===== config.mk =====
export PLATFORM = sky130hd
export DESIGN_NAME = i2c_bit_engine
export DESIGN_NICKNAME = d
export VERILOG_FILES = /design/src/rtl/i2c_eng_pkg.sv /design/src/rtl/i2c_qtick.sv /design/src/rtl/i2c_step_seq.sv /design/src/rtl/i2c_bit_engine.sv
export SDC_FILE = /design/constraint.sdc
export NUM_CORES = 1
export LEC_CHECK = 0
export ABC_AREA = 1
export BUFFER_PORTS_ARGS = -buffer_cell sky130_fd_sc_hd__buf_4
export CAP_MARGIN = 0
export CORE_ASPECT_RATIO = 0.6
export CORE_MARGIN = 10
export CORE_UTILIZATION = 35
export CTS_BUF_LIST = sky130_fd_sc_hd__clkbuf_4
export DETAILED_ROUTE_END_ITERATION = 10
export PLACE_DENSITY_LB_ADDON = 0.15
export SLEW_MARGIN = 20
export SYNTH_ARGS = -nofsm -noshare
export SYNTH_HDL_FRONTEND = slang
export SYNTH_SLANG_ARGS = --single-unit

===== constraint.sdc =====
create_clock -name clk -period 7.55 [get_ports clk]
set_clock_uncertainty 0.05 [all_clocks]
set_input_delay 0.755 -clock clk [delete_from_list [all_inputs] [get_ports clk]]
set_output_delay 0.755 -clock clk [all_outputs]
set_load 0.05 [all_outputs]

===== src/rtl/i2c_eng_pkg.sv =====
package i2c_eng_pkg;

    localparam int BYTE_W = 8;
    localparam int OP_W   = 3;
    localparam int STEP_W = 6;

    typedef enum logic [OP_W-1:0] {
        OP_NONE    = 3'd0,
        OP_START   = 3'd1,
        OP_STOP    = 3'd2,
        OP_WRITE   = 3'd3,
        OP_READ    = 3'd4,
        OP_RECOVER = 3'd5
    } op_e;

    // Line levels for one step; a "hold" flag keeps the present level.
    typedef struct packed {
        logic scl_hold;
        logic scl;
        logic sda_hold;
        logic sda;
    } lvl_t;

    typedef struct packed {
        logic sample;
        logic last;
    } flg_t;

    typedef struct packed {
        lvl_t lv;
        flg_t fl;
    } step_t;

    function automatic logic op_legal(input logic [OP_W-1:0] op);
        return (op >= OP_START) && (op <= OP_RECOVER);
    endfunction

    function automatic step_t stop_step(input int k);
        step_t s;
        s          = '0;
        s.lv.scl   = (k >= 2);
        s.lv.sda_hold = (k == 0);
        s.lv.sda   = (k == 3);
        s.fl.last  = (k == 3);
        return s;
    endfunction

    function automatic step_t step_of(input logic [OP_W-1:0] op,
                                      input logic [STEP_W-1:0] n,
                                      input logic [BYTE_W-1:0] wb,
                                      input logic rack);
        step_t s;
        int idx, b, q;
        s   = '0;
        idx = int'(n);
        case (op)
            OP_START: begin
                s.lv.scl_hold = (idx == 0);
                s.lv.scl      = 1'b1;
                s.lv.sda      = (idx != 2);
                s.fl.last     = (idx == 2);
            end
            OP_STOP: s = stop_step(idx);
            OP_WRITE: begin
                b = idx / 4;
                q = idx % 4;
                if (idx >= 36) begin
                    s.lv.sda  = 1'b1;
                    s.fl.last = 1'b1;
                end else begin
                    s.lv.scl      = (q >= 2);
                    s.lv.sda_hold = (q == 0);
                    s.lv.sda      = (b < 8) ? wb[3'(7 - b)] : 1'b1;
                    s.fl.sample   = (b == 8) && (q == 3);
                end
            end
            OP_READ: begin
                if (idx < 24) begin
                    q           = idx % 3;
                    s.lv.scl    = (q != 0);
                    s.lv.sda    = 1'b1;
                    s.fl.sample = (q == 1);
                end else begin
                    b             = idx - 24;
                    s.lv.scl      = (b == 2) || (b == 3);
                    s.lv.sda_hold = (b == 0);
                    s.lv.sda      = (b == 0) ? 1'b1 : rack;
                    s.fl.last     = (b >= 4);
                end
            end
            OP_RECOVER: begin
                if (idx < 36) begin
                    s.lv.scl = ((idx % 4) >= 2);
                    s.lv.sda = 1'b1;
                end else begin
                    s = stop_step(idx - 36);
                end
            end
            default: s.fl.last = 1'b1;
        endcase
        return s;
    endfunction

    function automatic lvl_t step_levels(input logic [OP_W-1:0] op,
                                         input logic [STEP_W-1:0] n,
                                         input logic [BYTE_W-1:0] wb,
                                         input logic rack);
        step_t s;
        s = step_of(op, n, wb, rack);
        return s.lv;
    endfunction

    function automatic flg_t step_flags(input logic [OP_W-1:0] op,
                                        input logic [STEP_W-1:0] n,
                                        input logic [BYTE_W-1:0] wb,
                                        input logic rack);
        step_t s;
        s = step_of(op, n, wb, rack);
        return s.fl;
    endfunction

endpackage


===== src/rtl/i2c_qtick.sv =====
module i2c_qtick #(
    parameter int DIV_W = 8
) (
    input  logic             clk,
    input  logic             rst,
    input  logic             run,
    input  logic [DIV_W-1:0] div,
    output logic             tick
);
    logic [DIV_W-1:0] cnt;
    logic [DIV_W-1:0] lim;

    assign lim  = (div == '0) ? DIV_W'(1) : div;
    assign tick = run && (cnt == lim - DIV_W'(1));

    always_ff @(posedge clk) begin
        if (rst || !run || tick) cnt <= '0;
        else                     cnt <= cnt + DIV_W'(1);
    end
endmodule


===== src/rtl/i2c_step_seq.sv =====
module i2c_step_seq
    import i2c_eng_pkg::*;
(
    input  logic              clk,
    input  logic              rst,
    input  logic              tick,
    input  logic              req_valid,
    input  logic [OP_W-1:0]   req_op,
    input  logic [BYTE_W-1:0] req_wb,
    input  logic              req_rack,
    input  logic              sda_in,
    output logic              busy,
    output logic              done,
    output logic              scl_lvl,
    output logic              sda_lvl,
    output logic [BYTE_W-1:0] rx_byte,
    output logic              ack_lvl
);
    logic [OP_W-1:0]   op_r;
    logic [STEP_W-1:0] n_r;
    logic [BYTE_W-1:0] wb_r;
    logic              rack_r;
    flg_t              cur_fl;
    lvl_t              nxt_lv, first_lv;
    logic              accept;

    assign accept   = req_valid && !busy && op_legal(req_op);
    assign cur_fl   = step_flags(op_r, n_r, wb_r, rack_r);
    assign nxt_lv   = step_levels(op_r, n_r + STEP_W'(1), wb_r, rack_r);
    assign first_lv = step_levels(req_op, '0, req_wb, req_rack);

    always_ff @(posedge clk) begin
        if (rst) begin
            busy    <= 1'b0;
            done    <= 1'b0;
            op_r    <= OP_NONE;
            n_r     <= '0;
            wb_r    <= '0;
            rack_r  <= 1'b1;
            scl_lvl <= 1'b1;
            sda_lvl <= 1'b1;
            rx_byte <= '0;
            ack_lvl <= 1'b1;
        end else begin
            done <= 1'b0;
            if (accept) begin
                busy    <= 1'b1;
                op_r    <= req_op;
                n_r     <= '0;
                wb_r    <= req_wb;
                rack_r  <= req_rack;
                scl_lvl <= first_lv.scl_hold ? scl_lvl : first_lv.scl;
                sda_lvl <= first_lv.sda_hold ? sda_lvl : first_lv.sda;
            end else if (busy && tick) begin
                if (cur_fl.sample) begin
                    if (op_r == OP_WRITE) ack_lvl <= sda_in;
                    else                  rx_byte <= {rx_byte[BYTE_W-2:0], sda_in};
                end
                if (cur_fl.last) begin
                    busy <= 1'b0;
                    done <= 1'b1;
                end else begin
                    n_r     <= n_r + STEP_W'(1);
                    scl_lvl <= nxt_lv.scl_hold ? scl_lvl : nxt_lv.scl;
                    sda_lvl <= nxt_lv.sda_hold ? sda_lvl : nxt_lv.sda;
                end
            end
        end
    end

    // SDA moves under a high SCL only for start/stop conditions
    a_r6_sda_steady_scl_high: assert property (@(posedge clk) disable iff (rst)
        (busy && $past(busy) && $past(scl_lvl) && scl_lvl && !$stable(sda_lvl))
        |-> (op_r == OP_START || op_r == OP_STOP || op_r == OP_RECOVER))
        else $error("R6 SDA moved while SCL high");

    a_r2_done_single: assert property (@(posedge clk) disable iff (rst)
        done |=> !done) else $error("R2 done longer than one cycle");

    a_r2_done_idle: assert property (@(posedge clk) disable iff (rst)
        done |-> !busy) else $error("R2 done while busy");

    a_r12_idle_quiet: assert property (@(posedge clk) disable iff (rst)
        (!busy && $past(!busy)) |-> ($stable(scl_lvl) && $stable(sda_lvl)))
        else $error("R12 lines moved while idle");
endmodule


===== src/rtl/i2c_bit_engine.sv =====
module i2c_bit_engine
    import i2c_eng_pkg::*;
#(
    parameter int DIV_W = 8
) (
    input  logic              clk,
    input  logic              rst,
    input  logic [DIV_W-1:0]  qdiv,
    input  logic              cmd_valid,
    output logic              cmd_ready,
    input  logic [OP_W-1:0]   cmd_op,
    input  logic [BYTE_W-1:0] cmd_wbyte,
    input  logic              cmd_rack,
    output logic              done,
    output logic [BYTE_W-1:0] rd_byte,
    output logic              ack_seen,
    output logic              scl_oe,
    output logic              sda_oe,
    input  logic              sda_in
);
    logic busy, tick, scl_lvl, sda_lvl;

    i2c_qtick #(.DIV_W(DIV_W)) u_tick (
        .clk  (clk),
        .rst  (rst),
        .run  (busy),
        .div  (qdiv),
        .tick (tick)
    );

    i2c_step_seq u_seq (
        .clk       (clk),
        .rst       (rst),
        .tick      (tick),
        .req_valid (cmd_valid),
        .req_op    (cmd_op),
        .req_wb    (cmd_wbyte),
        .req_rack  (cmd_rack),
        .sda_in    (sda_in),
        .busy      (busy),
        .done      (done),
        .scl_lvl   (scl_lvl),
        .sda_lvl   (sda_lvl),
        .rx_byte   (rd_byte),
        .ack_lvl   (ack_seen)
    );

    assign cmd_ready = !busy;
    // open drain, enable only to pull low
    assign scl_oe = !scl_lvl;
    assign sda_oe = !sda_lvl;

    a_r2_ready_drops: assert property (@(posedge clk) disable iff (rst)
        (cmd_valid && cmd_ready && op_legal(cmd_op)) |=> !cmd_ready)
        else $error("R2 ready stayed high after accept");
endmodule


==> impl_metrics.json, run 1 <==
{
  "die_h_um": 112,
  "grt_pass1_wl_um": 23100,
  "p_total_mw": 0.440,
  "start_util_pct": 35.9,
  "worstRegToRegCells": 40,
  "r2r_slack_ns": 1.71,
  "synth_edf_count": 0,
  "hpwl_um": 10900,
  "setup_violations": 0,
  "synth-compound-area-share_pct": 10.9,
  "crit_slowest_cell": "dfxtp_1",
  "post-route-period-util_pct": 77.3,
  "crit_arrival_ns": 6.06,
  "cp_slowest_stage_delay_ns": 0.72,
  "h-tree-depth": 2,
  "vias_per_cell": 4.83,
  "cts_buffers": 5,
  "worstSkewPairLatency_ns": 0.37,
  "synth-xor-area-share_pct": 4.11,
  "ys_ff_latch": 39,
  "n_fill_cell": 1504,
  "io_pins": 37,
  "synth-async-reset-ratio_pct": 0,
  "grt_pass1_vias": 4511,
  "n_antenna_cell": 0,
  "synth_mux_area_share_pct": 0,
  "die_x_um": 173,
  "syn_nets": 862,
  "yosysTopAreaCellShare_pct": 16.6,
  "root_buffer": "clkbuf_4",
  "synth_top_family_by_area": "simple AND/OR/NAND/NOR gates",
  "endpoint": "u_seq.scl_lvl$_SDFFE_PP1P_",
  "io_buffers": 36,
  "fin_ws_ns": 1.71,
  "synth_fa_ha_area_share_pct": 7.15,
  "wirelength_um": 13300,
  "cts_setup_buffers": 0,
  "p_leak_nw": 2.73,
  "fin_crit_ns": 5.84,
  "fmax_mhz": 171,
  "coreArea_sq_um": 13700,
  "slew_headroom_pct": 44.3,
  "hold_viol": 0,
  "cts_tree": "done",
  "nets": 889,
  "drt_iter0_markers": 408,
  "crit_top_cell": "nand2_1",
  "syn_inst": 810,
  "hold_class": "flip-flop to flip-flop",
  "drv_cap": 0,
  "final_util_pct": 39.3,
  "finalMaxSlewViolations": 0,
  "whs_ns": 0.439,
  "ys_seq_area_share_pct": 15.9,
  "final_area_sq_um": 5370,
  "placed_area_sq_um": 5290,
  "vias": 4975,
  "vdd_ir_drop_max_v": 0.0000646,
  "rsz0062_at_grt": "no",
  "power_density_nw_per_um2": 82.0,
  "antenna_found_initial": 0,
  "ys_types": 55,
  "startpoint": "u_seq.n_r[0]$_SDFFE_PP0P_",
  "synth_top_area_cell": "nand2_1",
  "die_area_sq_um": 19300,
  "grt_max_degree": 20,
  "regToRegEndpoint": "u_seq.scl_lvl$_SDFFE_PP1P_",
  "drtPass1Iterations": 5,
  "track_usage_pct": 13.9,
  "ctsHoldBuffers": 0,
  "syn2layout_area_growth_pct": 9.60,
  "clockBufferDepth": 2,
  "critPathMaxFanout": 14,
  "finalNonFillerCells": 1030,
  "synthSimpleGateAreaFrac_pct": 49.4,
  "drcViolationCount": 0,
  "dp_cells": 1022,
  "synth.area.top_cells": "nand2_1, dfxtp_1, inv_1, ha_1, nand3_1",
  "critPathKind": "flip-flop to flip-flop",
  "wl_per_cell_um": 12.9,
  "worst_pin_slew_ns": 0.832,
  "synth_ff_type": "dfxtp_1",
  "post_cts_resized": 0,
  "postRouteAntennaNets": 0,
  "start_kind": "flip-flop",
  "rr_startpoint": "u_seq.n_r[0]$_SDFFE_PP0P_",
  "end_kind": "flip-flop",
  "cts_sinks": 39,
  "synth_area_sq_um": 4900,
  "overflow": 0,
  "place_congestion": 0.864,
  "synth_area_per_cell_sq_um": 6.05,
  "yosysWarningCount": 0,
  "tns_ns": 0,
  "path_clk_slew_ns": 0.13,
  "place_ws_ns": 1.80,
  "critPathRequiredTime_ns": 7.78,
  "rows": 33,
  "status": "completed",
  "drive_gt1_share_pct": 16.3
}
worst max-delay path, delay by kind of cell, from the launching register on:
family        cells  cell delay (ns)
fa+ha+maj         5             1.30
buf+inv           6             0.48
flops             1             0.72
simple gates     29             3.17
synth_stat cells (5+ instances only):
cell	n
xor2_1	20
nand3b_1	5
nand2_1	217
nor4_1	6
inv_1	107
nor2_2	10
a21oi_1	14
nor2_1	81
o21ai_0	26
nand4_1	26
ha_1	28
nand3_2	13
nand2_2	22
o21ai_1	10
nand3_1	69
dfxtp_1	39
nor2_4	7
inv_2	17
nand2_4	8
nor3_1	13
cell type report:
cell class / instances / area, sq um / share of cell area [%]
clock buffer: 5 / 37.5 / 0.699
sequential: 39 / 781 / 14.5
multi-input combinational: 625 / 3500 / 65.2
clock inverter: 3 / 42.5 / 0.792
timing repair buffer: 36 / 270 / 5.03
inverter: 130 / 497 / 9.25
tap: 192 / 240 / 4.47
where the power goes:
| group | internal, mW | switching, mW | total, mW |
|---|---|---|---|
| sequential | 0.213 | 0.00443 | 0.217 |
| combinational | 0.0270 | 0.0453 | 0.0723 |
| clock | 0.0699 | 0.0809 | 0.151 |
layer usage:
metal / track usage, % / up-vias / routed length [um]
li1: - / 2691 / -
met5: 0 / - / 0
met3: 2.60 / 9 / 834
met2: 17.2 / 131 / 4520
met4: 1.89 / 0 / 77
met1: 23.1 / 2144 / 7900
how the worst min path moves through the flow:
stage | endpoint | start | slack (ns) | depth (start not counted)
global route | u_seq.wb_r[5]$_SDFFE_PP0P_ | u_seq.wb_r[5]$_SDFFE_PP0P_ | 0.46 | 1
global placement | u_seq.ack_lvl$_SDFFE_PP1P_ | u_seq.ack_lvl$_SDFFE_PP1P_ | 0.42 | 2
finish | u_seq.wb_r[0]$_SDFFE_PP0P_ | u_seq.wb_r[0]$_SDFFE_PP0P_ | 0.44 | 2
CTS | u_seq.wb_r[3]$_SDFFE_PP0P_ | u_seq.wb_r[3]$_SDFFE_PP0P_ | 0.44 | 2
floorplan | u_seq.sda_lvl$_SDFFE_PP1P_ | u_seq.sda_lvl$_SDFFE_PP1P_ | 0.39 | 1
detailed placement | u_seq.ack_lvl$_SDFFE_PP1P_ | u_seq.ack_lvl$_SDFFE_PP1P_ | 0.40 | 2
flip-flops by register name, summed over array words and instances (netlist names):
register	flops
u_seq.ack_lvl	1
u_seq.busy	1
u_seq.done	1
u_seq.n_r	6
u_seq.op_r	3
u_seq.rack_r	1
u_seq.rx_byte	8
u_seq.scl_lvl	1
u_seq.sda_lvl	1
u_seq.wb_r	8
u_tick.cnt	8
cells in the final DEF, fill, tap and decap left out, types with 8 or more instances in the layout:
master,count
nand2_2,22
nand3_1,69
nor2_2,10
nand2_4,8
nand2_1,217
inv_2,17
dfxtp_1,39
ha_1,28
a21oi_1,14
buf_4,36
nand3_2,13
o21ai_1,10
o21ai_0,26
nand4_1,26
nor2_1,81
nor3_1,13
inv_1,107
xor2_1,20
cells by family (layout without fill, tap and decap cells):
| kind of cell | Yosys count | in the layout |
|---|---|---|
| flops | 39 | 39 |
| buf+inv | 146 | 174 |
| compound gates | 85 | 85 |
| fa+ha+maj | 28 | 28 |
| xor+xnor | 23 | 23 |
| simple gates | 489 | 489 |
No activity file was read; power rests on OpenSTA's default activity.
==> run 2, diff against run 1 <==
==> constraint.sdc (replaced) <==
create_clock -name clk -period 6.1 [get_ports clk]
set_clock_uncertainty 0.05 [all_clocks]
set_input_delay 0.61 -clock clk [delete_from_list [all_inputs] [get_ports clk]]
set_output_delay 0.61 -clock clk [all_outputs]
set_load 0.05 [all_outputs]
==> impl_metrics.json, run 2 (synthesized netlist as in run 1, its figures left out) <==
{
  "status": "completed",
  "fin_ws_ns": 0.697,
  "finalMaxSlewViolations": 0,
  "post_cts_resized": 0,
  "critPathRequiredTime_ns": 6.37,
  "overflow": 0,
  "clockBufferDepth": 2,
  "die_x_um": 173,
  "hold_viol": 0,
  "path_clk_slew_ns": 0.14,
  "drcViolationCount": 0,
  "crit_slowest_cell": "dfxtp_1",
  "switchingPower_mw": 0.163,
  "place_ws_ns": 0.508,
  "fmax_mhz": 185,
  "place_congestion": 0.887,
  "worst_pin_slew_ns": 0.819,
  "swShare_pct": 29.9,
  "coreArea_sq_um": 13700,
  "crit_arrival_ns": 5.68,
  "power_density_nw_per_um2": 101,
  "cts_buffers": 5,
  "ctsHoldBuffers": 0,
  "grt_max_degree": 20,
  "cp_slowest_stage_delay_ns": 0.57,
  "crit_top_cell": "nand2_1",
  "cts_tree": "done",
  "cts_setup_buffers": 0,
  "largestRegisters": "u_seq.rx_byte x8, u_seq.wb_r x8, u_tick.cnt x8",
  "rows": 33,
  "cts_sinks": 39,
  "vias_per_cell": 4.90,
  "hpwl_um": 11100,
  "worstSkewPairLatency_ns": 0.38,
  "hold_class": "input port to flip-flop",
  "die_area_sq_um": 19300,
  "slew_headroom_pct": 45.0,
  "pwr-share-seq_pct": 49.2,
  "grt_pass1_vias": 4637,
  "wirelength_um": 13700,
  "io_pins": 37,
  "drtPass1Iterations": 5,
  "die_h_um": 112,
  "post-route-period-util_pct": 88.6,
  "vdd_ir_drop_max_v": 0.0000792,
  "wl_per_cell_um": 13.3,
  "grt_pass1_wl_um": 23400,
  "antenna_found_initial": 0,
  "mostFrequentLayoutCell": "nand2_1",
  "drive_gt1_share_pct": 16.8,
  "p_comb_share_pct": 16.5,
  "final_cell_mix": "nand2_1, inv_1, nor2_1",
  "n_antenna_cell": 0,
  "p_leak_nw": 2.75,
  "intPower_mw": 0.383,
  "nets": 892,
  "h-tree-depth": 2,
  "finalNonFillerCells": 1033,
  "p_clk_share_pct": 34.2,
  "io_buffers": 36,
  "start_util_pct": 35.9,
  "vias": 5064,
  "root_buffer": "clkbuf_4",
  "setup_violations": 0,
  "cp.buffers_inverters": 6,
  "start_kind": "flip-flop",
  "tns_ns": 0,
  "syn2layout_area_growth_pct": 10.1,
  "crit_family": "simple AND/OR/NAND/NOR gates",
  "postRouteAntennaNets": 0,
  "drt_iter0_markers": 377,
  "fin_crit_ns": 5.40,
  "rsz0062_at_grt": "no",
  "end_kind": "flip-flop",
  "track_usage_pct": 14.0,
  "critPathKind": "flip-flop to flip-flop",
  "dp_cells": 1025,
  "critPathMaxFanout": 17,
  "drv_cap": 0
}
run 2: area by class of cell:
cell class                      count  area [sq um]
Clock inverter                      3          42.5
Inverter                          130           497
Sequential cell                    39           785
Tap cell                          192           240
Timing Repair Buffer               39           293
Clock buffer                        5          37.5
Fill cell                        1527          8270
Multi-Input combinational cell    625          3500
run 2: final timing paths:
| kind | start | endpoint | slack [ns] | cells past startpoint |
|---|---|---|---|---|
| worst max register to register | u_seq.n_r[4]$_SDFFE_PP0P_ | u_seq.rx_byte[7]$_SDFFE_PP0P_ | 0.70 | 36 |
| worst min register to register | u_seq.wb_r[4]$_SDFFE_PP0P_ | u_seq.wb_r[4]$_SDFFE_PP0P_ | 0.43 | 2 |
| worst max-delay path | u_seq.n_r[4]$_SDFFE_PP0P_ | u_seq.rx_byte[7]$_SDFFE_PP0P_ | 0.70 | 36 |
| worst min-delay path | cmd_wbyte[3] | u_seq.wb_r[3]$_SDFFE_PP0P_ | 0.38 | 3 |
run 2: stage by stage:
step                      util [%]  power (mW)  area (sq um)  hold slack, ns
after global placement        38.9       0.366          5320           0.415
after detailed placement      38.9       0.365          5320           0.405
final                         39.5       0.546          5400           0.380
after floorplan                  -       0.332          4900           0.386
after global routing          39.5       0.576          5400           0.372
after CTS                     39.5       0.553          5400           0.367
run 2: power by group through the flow:
| stage | sequential, mW | combinational [mW] | clock (mW) |
|---|---|---|---|
| 5_1_grt | 0.270 | 0.103 | 0.203 |
| 2_1_floorplan | 0.273 | 0.0589 | 0 |
| 3_5_place_dp | 0.275 | 0.0903 | 0 |
| 4_1_cts | 0.269 | 0.0907 | 0.193 |
| 6_report | 0.269 | 0.0903 | 0.187 |
| 3_3_place_gp | 0.275 | 0.0914 | 0 |
run 2: per-layer routing:
layer	track usage (%)	vias to the layer above	wire length (um)
met4	1.37	0	55
met5	0	-	0
met1	23.0	2233	8030
met2	18.0	131	4720
li1	-	2693	-
met3	2.83	7	943
run 2: worst reg2reg max path: cells and delay by family, from the launching register on:
| family | cells | cell delay (ns) |
|---|---|---|
| buffers and inverters | 6 | 0.46 |
| adder cells (fa/ha/maj) | 4 | 0.95 |
| AND/OR/NAND/NOR | 25 | 3.16 |
| flip-flops | 1 | 0.57 |
| AO/OA/AOI/OAI | 1 | 0.15 |
==> run 3, diff against run 2 <==
--- a/config.mk
+++ b/config.mk
@@ -5,7 +5,7 @@
 export SDC_FILE = /design/constraint.sdc
 export NUM_CORES = 1
 export LEC_CHECK = 0
-export ABC_AREA = 1
+export ABC_AREA = 0
 export BUFFER_PORTS_ARGS = -buffer_cell sky130_fd_sc_hd__buf_4
 export CAP_MARGIN = 0
 export CORE_ASPECT_RATIO = 0.6
@@ -13,7 +13,9 @@
 export CORE_UTILIZATION = 35
 export CTS_BUF_LIST = sky130_fd_sc_hd__clkbuf_4
 export DETAILED_ROUTE_END_ITERATION = 10
+export GPL_TIMING_DRIVEN = 0
 export PLACE_DENSITY_LB_ADDON = 0.15
+export SETUP_SLACK_MARGIN = 0.2
 export SLEW_MARGIN = 20
 export SYNTH_ARGS = -nofsm -noshare
 export SYNTH_HDL_FRONTEND = slang
==> impl_metrics.json, run 3 <==
{
  "status": "completed",
  "grt_max_degree": 15,
  "grt_pass1_vias": 4302,
  "worstRegToRegCells": 26,
  "ys_types": 92,
  "end_kind": "flip-flop",
  "cts_tree": "done",
  "grt_pass1_wl_um": 23200,
  "vias_per_cell": 5.95,
  "synth.area.top_cells": "dfxtp_1, ha_1, mux2i_1, nor2_1, xnor2_1",
  "placed_area_sq_um": 4970,
  "setup_violations": 0,
  "fmax_mhz": 177,
  "syn_inst": 581,
  "mostFrequentLayoutCell": "nor2_1",
  "track_usage_pct": 15.6,
  "drtPass1Iterations": 5,
  "crit_arrival_ns": 5.90,
  "wirelength_um": 14700,
  "cts_sinks": 39,
  "critPathKind": "flip-flop to flip-flop",
  "drive_gt1_share_pct": 18.1,
  "rows": 31,
  "cts_buffers": 5,
  "n_fill_cell": 1275,
  "drcViolationCount": 0,
  "coreArea_sq_um": 12300,
  "post-route-period-util_pct": 92.7,
  "fin_crit_ns": 5.65,
  "cp_slowest_stage_delay_ns": 0.41,
  "path_clk_slew_ns": 0.15,
  "worstSkewPairLatency_ns": 0.38,
  "ctsHoldBuffers": 0,
  "whs_path_depth": 2,
  "start_util_pct": 36.6,
  "rsz0062_at_grt": "no",
  "io_buffers": 35,
  "power_density_nw_per_um2": 96.8,
  "critPathMaxFanout": 10,
  "syn_nets": 633,
  "hold_class": "input port to flip-flop",
  "die_area_sq_um": 17900,
  "synth_area_per_cell_sq_um": 7.74,
  "io_pins": 37,
  "worst_pin_slew_ns": 0.875,
  "nets": 682,
  "yosysTopAreaCellShare_pct": 17.4,
  "hpwl_um": 11400,
  "critPathRequiredTime_ns": 6.35,
  "place_congestion": 0.937,
  "finalMaxSlewViolations": 0,
  "synth_top_area_cell": "dfxtp_1",
  "final_cell_mix": "nor2_1, buf_4, nand2_1",
  "n_antenna_cell": 0,
  "slew_headroom_pct": 41.3,
  "h-tree-depth": 2,
  "syn2layout_area_growth_pct": 14.7,
  "synth_most_common_cell": "nor2_1",
  "overflow": 0,
  "ys_ff_latch": 39,
  "final_area_sq_um": 5160,
  "start_kind": "flip-flop",
  "synth.top_cells.by_count": "nor2_1, nand2_1, dfxtp_1",
  "synth_area_sq_um": 4500,
  "antenna_found_initial": 0,
  "yosysWarningCount": 0,
  "vias": 4739,
  "crit_top_cell": "ha_1",
  "p_total_mw": 0.499,
  "die_x_um": 166,
  "largestRegisters": "u_seq.rx_byte x8, u_seq.wb_r x8, u_tick.cnt x8",
  "synth-async-reset-ratio_pct": 0,
  "drt_iter0_markers": 567,
  "die_h_um": 108,
  "drv_cap": 0,
  "clockBufferDepth": 2,
  "p_leak_nw": 1.88,
  "postRouteAntennaNets": 0,
  "synth_edf_count": 0,
  "root_buffer": "clkbuf_4",
  "hold_viol": 0,
  "vdd_ir_drop_max_v": 0.0000827,
  "wl_per_cell_um": 18.4,
  "synth_ff_type": "dfxtp_1",
  "ys_seq_area_share_pct": 17.4,
  "crit_slowest_cell": "dfxtp_4"
}
-- run 3: cell types whose count changed in the layout (fill, tap and decap cells not counted), moves of 21 or more --
cell	delta
nand2_2	-21
inv_1	-85
nand2_1	-173
nor2_1	-23
nand3_1	-51
mux2i_1	+22
-- run 3: final timing paths --
path,startpoint,endpoint,slack (ns)
setup reg to reg,u_seq.n_r[0]$_SDFFE_PP0P_,u_seq.scl_lvl$_SDFFE_PP1P_,0.45
setup / recovery,u_seq.n_r[0]$_SDFFE_PP0P_,u_seq.scl_lvl$_SDFFE_PP1P_,0.45
hold reg to reg,u_seq.rx_byte[7]$_SDFFE_PP0P_,u_seq.rx_byte[7]$_SDFFE_PP0P_,0.44
hold / removal,cmd_rack,u_seq.rack_r$_SDFFE_PP1P_,0.38
-- run 3: per-layer routing --
layer  vias to the layer above  track usage, %  share of wire [%]
met5                         -               0                  0
met4                         0            2.68                1.2
met3                        14            4.70                 10
met2                       230            20.6                 38
met1                      2218            23.7                 51
li1                       2277               -                  -
-- run 3: final cells by class --
| class | count | area, sq um | area share (%) |
|---|---|---|---|
| clock inverters | 3 | 23.8 | 0.461 |
| inverters | 27 | 106 | 2.06 |
| flip-flops and latches | 39 | 790 | 15.3 |
| multi-input cells | 478 | 3480 | 67.5 |
| plain buffers | 37 | 199 | 3.86 |
| repair buffers | 42 | 315 | 6.11 |
| clock buffers | 5 | 37.5 | 0.728 |
| well taps | 165 | 206 | 4.00 |
-- run 3: kinds of logic (layout without fill, tap and decap cells) --
group / Yosys count / in the layout / synth area share [%]
AOI/OAI and AO/OA: 147 / 147 / 24.2
xor gates and xnor gates: 32 / 32 / 7.40
adders and majority gates: 28 / 28 / 7.79
buffers and inverters: 64 / 114 / 6.54
DFF: 39 / 39 / 17.4
muxes: 29 / 29 / 7.37
and+or+nand+nor: 242 / 242 / 29.4
-- run 3: metrics by stage --
step	setup slack [ns]	hold slack, ns	cells	util [%]	TNS (ns)
finish	0.448	0.384	796	41.9	0
global route	0.197	0.365	796	41.9	0
CTS	0.218	0.373	791	41.3	0
detailed placement	-0.525	0.405	781	40.4	-0.525
global placement	-0.426	0.402	781	40.4	-0.426
floorplan	0.667	0.398	581	-	0
-- run 3: worst max-delay path: cells and delay by family (launching register included) --
kind	cells	cell delay [ns]
AOI/OAI and AO/OA	8	1.36
xor gates and xnor gates	1	0.19
adders and majority gates	4	1.05
buffers and inverters	5	0.91
DFF	1	0.41
muxes	1	0.32
and+or+nand+nor	7	1.26
-- run 3: where the power goes --
group / switching [mW] / internal [mW]
Sequential: 0.00537 / 0.261
Clock: 0.105 / 0.0462
Combinational: 0.0464 / 0.0356
Total: 0.157 / 0.342
-- run 3: timing repair --
action,in CTS,in global routing
setup endpoints to repair,1,1
buffers inserted,2,5
pin swaps,2,4
gates resized for setup,11,12
hold endpoints to repair,0,0
